File: src/rtl/dma_chain_walker.sv
module dma_chain_walker #(
  parameter int AW = 32,
  parameter int LW = 32
) (
  input  logic          clk,
  input  logic          rst_n,
  input  logic          reg_we,
  input  logic [11:0]   reg_addr,
  input  logic [31:0]   reg_wdata,
  output logic [31:0]   reg_rdata,
  output logic          mem_req,
  output logic [AW-1:0] mem_addr,
  output logic [2:0]    mem_attr,
  input  logic          mem_rvalid,
  input  logic [31:0]   mem_rdata,
  input  logic          mem_rerr,
  output logic          out_valid,
  output logic [31:0]   out_data,
  output logic [2:0]    out_nbytes,
  input  logic          out_ready,
  output logic          irq
);
  localparam logic [11:0] A_SRC  = 12'h400;
  localparam logic [11:0] A_SIZE = 12'h408;
  localparam logic [11:0] A_CTRL = 12'h410;
  localparam logic [11:0] A_NEXT = 12'h418;
  localparam logic [11:0] A_STS  = 12'h480;
  localparam logic [11:0] A_IEN  = 12'h484;
  localparam logic [11:0] A_MSK  = 12'h488;
  localparam int SW = 9;
  localparam logic [LW-1:0] FOUR = LW'(4);

  typedef enum logic [2:0] {S_IDLE, S_DREQ, S_DWAIT, S_RREQ, S_RWAIT, S_SEND} st_t;
  st_t st;

  logic          run, chain, last;
  logic [2:0]    snoop;
  logic [AW-1:0] src_q, next_q, ptr, nxt, cur;
  logic [LW-1:0] size_q, rem;
  logic [SW-1:0] sts, ien;
  logic          msk;
  logic [1:0]    widx;
  logic [31:0]   dat;

  wire ctrl_wr = reg_we && reg_addr == A_CTRL && !run;
  wire start   = ctrl_wr && reg_wdata[31];
  wire rsp_ok  = mem_rvalid && !mem_rerr;
  wire desc_end = st == S_DWAIT && rsp_ok && widx == 2'd3;
  wire word_acc = st == S_SEND && out_ready;
  wire buf_end  = rem <= FOUR;

  wire fin = (st == S_IDLE && start && !reg_wdata[25] && size_q == '0)
          || (desc_end && rem == '0 && mem_rdata[31])
          || (word_acc && buf_end && last);
  wire abort = (st == S_DWAIT || st == S_RWAIT) && mem_rvalid && mem_rerr;

  wire [SW-1:0] sts_set = {4'b0, abort, 3'b0, fin};
  wire [SW-1:0] sts_clr = (reg_we && reg_addr == A_STS) ? reg_wdata[SW-1:0] : '0;

  assign mem_req    = st == S_DREQ || st == S_RREQ;
  assign mem_addr   = st == S_DREQ ? ptr + AW'({widx, 2'b00}) : cur;
  assign mem_attr   = snoop;
  assign out_valid  = st == S_SEND;
  assign out_data   = dat;
  assign out_nbytes = buf_end ? rem[2:0] : 3'd4;
  assign irq        = msk && |(sts & ien);

  always_comb begin
    case (reg_addr)
      A_SRC:   reg_rdata = 32'(src_q);
      A_SIZE:  reg_rdata = 32'(size_q);
      A_CTRL:  reg_rdata = {run, snoop, 2'b0, chain, 25'b0};
      A_NEXT:  reg_rdata = 32'(next_q);
      A_STS:   reg_rdata = 32'(sts);
      A_IEN:   reg_rdata = 32'(ien);
      A_MSK:   reg_rdata = {31'b0, msk};
      default: reg_rdata = '0;
    endcase
  end

  always_ff @(posedge clk or negedge rst_n) begin
    if (!rst_n) begin
      src_q <= '0; size_q <= '0; next_q <= '0;
      ien <= '0; msk <= 1'b0; sts <= '0;
      run <= 1'b0; chain <= 1'b0; snoop <= '0;
    end else begin
      if (reg_we && reg_addr == A_SRC)  src_q  <= reg_wdata[AW-1:0];
      if (reg_we && reg_addr == A_SIZE) size_q <= reg_wdata[LW-1:0];
      if (reg_we && reg_addr == A_NEXT) next_q <= reg_wdata[AW-1:0];
      if (reg_we && reg_addr == A_IEN)  ien    <= reg_wdata[SW-1:0];
      if (reg_we && reg_addr == A_MSK)  msk    <= reg_wdata[0];
      if (ctrl_wr) begin
        chain <= reg_wdata[25];
        snoop <= reg_wdata[30:28];
      end
      sts <= (sts & ~sts_clr) | sts_set;
      if (fin || abort) run <= 1'b0;
      else if (start)   run <= 1'b1;
    end
  end

  always_ff @(posedge clk or negedge rst_n) begin
    if (!rst_n) begin
      st <= S_IDLE; ptr <= '0; nxt <= '0; cur <= '0; rem <= '0;
      last <= 1'b0; widx <= '0; dat <= '0;
    end else begin
      case (st)
        S_IDLE: if (start) begin
          if (reg_wdata[25]) begin
            ptr <= next_q; widx <= '0; st <= S_DREQ;
          end else begin
            cur <= src_q; rem <= size_q; last <= 1'b1;
            st <= (size_q == '0) ? S_IDLE : S_RREQ;
          end
        end
        S_DREQ: st <= S_DWAIT;
        S_DWAIT: if (mem_rvalid) begin
          if (mem_rerr) st <= S_IDLE;
          else begin
            case (widx)
              2'd0: cur <= mem_rdata[AW-1:0];
              2'd1: rem <= mem_rdata[LW-1:0];
              2'd2: nxt <= mem_rdata[AW-1:0];
              default: last <= mem_rdata[31];
            endcase
            widx <= widx + 2'd1;
            if (widx != 2'd3)      st <= S_DREQ;
            else if (rem != '0)    st <= S_RREQ;
            else if (mem_rdata[31]) st <= S_IDLE;
            else begin ptr <= nxt; st <= S_DREQ; end
          end
        end
        S_RREQ: st <= S_RWAIT;
        S_RWAIT: if (mem_rvalid) begin
          if (mem_rerr) st <= S_IDLE;
          else begin dat <= mem_rdata; st <= S_SEND; end
        end
        S_SEND: if (out_ready) begin
          rem <= buf_end ? '0 : rem - FOUR;
          cur <= cur + AW'(4);
          if (!buf_end)  st <= S_RREQ;
          else if (last) st <= S_IDLE;
          else begin ptr <= nxt; widx <= '0; st <= S_DREQ; end
        end
        default: st <= S_IDLE;
      endcase
    end
  end
endmodule


File: config.mk
export PLATFORM = sky130hd
export DESIGN_NAME = dma_chain_walker
export DESIGN_NICKNAME = d
export VERILOG_FILES = /design/src/rtl/dma_chain_walker.sv
export SDC_FILE = /design/constraint.sdc
export NUM_CORES = 1
export LEC_CHECK = 0
export BUFFER_PORTS_ARGS = -buffer_cell sky130_fd_sc_hd__buf_2
export CAP_MARGIN = 20
export CORE_UTILIZATION = 55
export DETAILED_ROUTE_END_ITERATION = 8
export GPL_ROUTABILITY_DRIVEN = 1
export HOLD_SLACK_MARGIN = 0.08
export PLACE_DENSITY = 0.73
export SYNTH_ARGS = -nofsm -noshare
export SYNTH_HDL_FRONTEND = slang
export SYNTH_SLANG_ARGS = --single-unit
File: constraint.sdc
create_clock -name clk -period 6 [get_ports clk]
set_input_delay 0.3 -clock clk [delete_from_list [all_inputs] [get_ports clk]]
set_output_delay 0.3 -clock clk [all_outputs]
set_load 0.02 [all_outputs]
### Word level (Yosys, flattened, before mapping)

Index checks and enable logic that the tools add are counted.

| storage, ports and cells | value |
|---|---|
| bits in registers | 286 |
| bits of input ports | 82 |
| output and inout bits | 105 |
| logic and storage cells | 167 |

| operators by class | value |
|---|---|
| $add $sub $neg | 4 |
| magnitude comparators | 1 |
| equal/unequal tests | 31 |
| multiplexer cells | 60 |
| bitwise operators | 5 |
| reductions and logical operators | 49 |

Operators with widths:

| operator | count |
|---|---|
| $mux W32 | 24 |
| $pmux W32 S3 | 3 |
| $pmux W32 S7 | 1 |
| $eq A12 B11 Y1 const B | 7 |
| $logic_not A32 Y1 | 2 |
| $add A32 B3 Y32 const B | 1 |
| $add A32 B4 Y32 | 1 |
| $le A32 B3 Y1 const B | 1 |
| $reduce_bool A32 Y1 | 1 |
| $sub A32 B3 Y32 const B | 1 |
| $mux W2 | 13 |
| $ne A2 B2 Y1 const B | 12 |
| $logic_and A1 B1 Y1 | 23 |
| $and A9 B9 Y9 | 2 |
| $mux W3 | 6 |
| $pmux W3 S6 | 1 |
| $reduce_and A7 Y1 | 2 |
| $reduce_and A11 Y1 | 1 |
| $mux W1 | 9 |
| $mux W9 | 1 |
| $not A9 Y9 | 1 |
| $or A9 B5 Y9 | 1 |
| $reduce_or A9 Y1 | 1 |
| $ne A2 B1 Y1 const B | 4 |
| other kinds (20) | 31 |

### Depth between registers and ports, before layout

| depth | value |
|---|---|
| depth in word-level cells | 11 |
| depth in mapped cells | 11 |
| gate-level depth less buffers | 9 |

### Worst setup path before layout

Ideal clock, no wire load.

| path | value |
|---|---|
| kind | reg2reg |
| from | register rem[13] |
| to | register ptr[10] |
| library setup time | 0.125 ns |
| arrival time | 3.018 ns |
| required time | 5.875 ns |
| slack | 2.857 ns |
| cell stages (with the launch flop) | 9 |
| buffers on the path | 2 |
| period minus slack after synthesis | 3.143 ns |
| cell sequence | dfrtp_1 or4_1 buf_2 or4_4 or4_4 a211oi_4 o21ai_2 buf_6 mux2_4 |

| on the way | value |
|---|---|
| word-level cells in the longest chain between the ends | 3 |
| elaborated cells between the ends (all ways) | 5 |
| those cells by class | order compare: 1; eq/ne: 2; reduce/logical: 2 |

RTL lines:

| item | line | source |
|---|---|---|
| start, declared | 39 | `logic [LW-1:0] size_q, rem;` |
| start signal, assigned | 122 | `2'd1: rem <= mem_rdata[LW-1:0];` |
| start signal, assigned | 139 | `rem <= buf_end ? '0 : rem - FOUR;` |
| $le A32 B3 Y1 or $reduce_bool A32 Y1 (tied branches) | 50, 128 |  |
| $ne A2 B1 Y1 (no source line) or $ne A2 B2 Y1 (tied branches) | - |  |
| $reduce_and A11 Y1 (no source line) * | - |  |
| end signal, assigned | 104 | `st <= S_IDLE; ptr <= '0; nxt <= '0; cur <= '0; rem <= '0;` |
| end signal, assigned | 110 | `ptr <= next_q; widx <= '0; st <= S_DREQ;` |
| end signal, assigned | 130 | `else begin ptr <= nxt; st <= S_DREQ; end` |
| end, declared | 38 | `logic [AW-1:0] src_q, next_q, ptr, nxt, cur;` |

Every way passes the cells marked *; elsewhere a longest branch is shown, timed or not.
A chain may end at the register's enable or synchronous reset.

### Worst setup path in the final report

| path | value |
|---|---|
| from | input reg_addr[9] |
| to | output reg_rdata[21] |

| on the way | value |
|---|---|
| word-level cells in the longest chain between the ends | 2 |
| elaborated cells between the ends (all ways) | 8 |
| those cells by class | eq/ne: 7; mux: 1 |

RTL lines:

| item | line | source |
|---|---|---|
| start, declared | 8 | `input logic [11:0] reg_addr,` |
| $eq A12 B11 Y1 | 69 | `case (reg_addr)` |
| $pmux W32 S7 * | 69 |  |
| end, declared | 10 | `output logic [31:0] reg_rdata,` |

Marked as above.

==> flow_metrics.tcl <==
set metrics [dict create \
    hold_path.class "in -> reg" \
    route.met3.wl_um 4410 \
    die_y_um 167 \
    clock_sinks 286 \
    dpl.hpwl_um 32200 \
    max_freq_mhz 258 \
    grt_max_degree 153 \
    antenna_cells 0 \
    cts_buffers 30 \
    start_util_pct 55.9 \
    grt_pass1_wl_um 73200 \
    wl_met2_um 21600 \
    rsz0062_at_grt "false" \
    status "finished, violations left" \
    io_pins 187 \
    post_cts_buffers 0 \
    violations "design-rule violations" \
    syn_to_final_growth_pct 19.3 \
    die_w_um 167 \
    cpMostUsedCell "buf_2" \
    cap_violations 0 \
    hold_depth 2 \
    gp_congestion 0.927 \
    cp-end-kind "output port" \
    slew_headroom_pct 23.7 \
    r2r_start "rem[13]" \
    drv_slew 0 \
    crit_slowest_cell "nor2_2" \
    numPortBuffers 186 \
    min_period_over_period_pct 64.5 \
    worstMarginPinSlew_ns 1.14 \
    yosysWarnings 0 \
    syn_nets 1481 \
    startpoint_type "primary input" \
    path_cells "buf_2 > or4b_1 > or4_1 > or3b_2 > nor2_2 > buf_4 > a222oi_1 > inv_1 > buf_2" \
    p_leak_nw 8.76 \
    grt_pass1_vias 12500 \
    syn_inst 1389 \
    wl_um 47600 \
    hold_buffers 53 \
    tns_ns 0 \
    cts_resized 0 \
    synth_area_mm2 0.0150 \
    yosys_register_bits 286 \
    grt.overflow.total 0 \
    vdd_drop_max_mv 0.184 \
    antenna_found_initial 1 \
    fin_util_pct 66.8 \
    cp_data_required_time_ns 5.70 \
    cts_root_buf "clkbuf_16" \
    first_iter_violations 1580 \
    postSynth.asyncResetShare_pct 100 \
    yosysUniqueCellTypes 66 \
    finalHoldViolations 0 \
    clk-insertion-delay-late_ns 0.56 \
    layout-drive-gt1-share_pct 32.3 \
    htree_levels 1 \
    row_count 60 \
    core_area_mm2 0.0269 \
    grt_util_all_layers_pct 33.8 \
    dr_total_vias 13000 \
    reg2reg_depth 6 \
    syn_area_per_cell_um2 10.8 \
    power_density_mw_per_mm2 320 \
    critPathMaxFanout 18 \
    finalCriticalPeriod_ns 3.87 \
    clk_pin_slew_ns 0.06 \
    critical_path_class "in -> out" \
    instances_no_fill 1952 \
    slowest_delay_ns 0.72 \
    setup_viol 0 \
    antenna_left 0 \
    cts_tree "done" \
    highest_layer "met5" \
    wl_met1_um 20200 \
    nets 1679 \
    skew_ns 0.0195 \
    worstHoldStart "mem_rdata[17]" \
    drc_errors 1 \
    dp.cells 1843 \
    crit_start "reg_addr[9]" \
    avgViaCountPerCell 6.64 \
    crit_arrival_ns 3.57 \
    synth_edf_count 0 \
    synth_seq_area_share_pct 47.6 \
    clk_path_buf_depth 3 \
    die_area_mm2 0.0280 \
    firstDrtPassIters 9 \
    ys.flop_type "dfrtp_1" \
    wire_per_inst_um 24.4 \
]
-- worst paths after layout --
path | to | slack, ns
min reg2reg | chain | 0.49
min in group asynchronous | ptr[6] | 0.50
max reg2reg | rem[8] | 2.17
min | nxt[17] | 0.1
max | reg_rdata[21] | 2.13
max in group asynchronous | next_q[31] | 4.11
-- registers in the layout, summed over array words and instances, names as in the netlist, 32 cells and up --
register  cells
cur          32
next_q       32
nxt          32
out_data     32
ptr          32
rem          32
size_q       32
src_q        32
-- logic make-up after synthesis --
logic type	synth area share (%)
fa+ha+maj	0.882
mux	18.6
buf+inv	3.53
flops	47.6
xor+xnor	1.81
simple gates	11.9
compound gates	15.7
-- routing by layer --
metal / vias to the layer above / track usage, %
li1: 5621 / -
met1: 6534 / 48.2
met2: 704 / 52.3
met3: 108 / 6.00
met4: 2 / 10.8
met5: - / 0
-- synthesized netlist by cell type (all sizes together), types with 26 or more instances --
library cell,number,area (µm²)
dfrtp,286,7160
nand2,89,334
nand3,38,190
a21oi,58,290
inv,37,139
nor4,26,175
nor2,89,334
o21ai,76,384
nor3,27,140
mux2,233,2730
clkbuf,73,275
a222oi,42,420
-- final cells by class --
| cell class | instances | area (µm²) |
|---|---|---|
| inverter | 38 | 143 |
| sequential | 286 | 7160 |
| timing repair buffer | 262 | 1670 |
| fill | 2064 | 8930 |
| clock inverter | 20 | 294 |
| multi-input combinational | 969 | 7410 |
| tap | 341 | 427 |
| clock buffer | 36 | 835 |
-- report_power, final --
group          switching, mW  total [mW]  internal (mW)
Sequential             0.256        2.44           2.18
Clock                  0.811        2.10           1.29
Combinational          0.730        1.20          0.474
-- worst max-delay path, delay by kind of cell --
| family | cells | cell delay (ns) |
|---|---|---|
| AOI/OAI and AO/OA | 1 | 0.14 |
| and+or+nand+nor | 4 | 2.36 |
| buffers and inverters | 4 | 0.74 |
-- metrics by stage --
stage | hold WS, ns | setup WS [ns] | power [mW] | cell area (µm²)
after floorplan | 0.00441 | 2.86 | 3.17 | 15000
after CTS | 0.0811 | 2.17 | 5.73 | 17900
after global placement | 0.466 | 2.22 | 3.58 | 16300
after detailed placement | 0.471 | 2.17 | 3.62 | 16300
final | 0.0990 | 2.13 | 5.75 | 17900
after global routing | 0.103 | 2.00 | 5.96 | 17900
-- placed cells by master (no fill, tap or decap), types with 15 or more instances in the layout --
master	count
a21oi_1	57
a221oi_1	15
a222oi_1	42
a22o_1	25
a22oi_1	22
a31oi_1	15
buf_2	185
buf_4	20
clkbuf_16	31
dfrtp_1	286
dlygate4sd3_1	53
inv_1	37
mux2_2	205
mux2_4	28
nand2_1	89
nand3_1	38
nor2_1	87
nor3_1	25
nor4_1	23
o21ai_0	75
o2bb2ai_1	16
xor2_1	18
(Power assumes the default switching activity.)
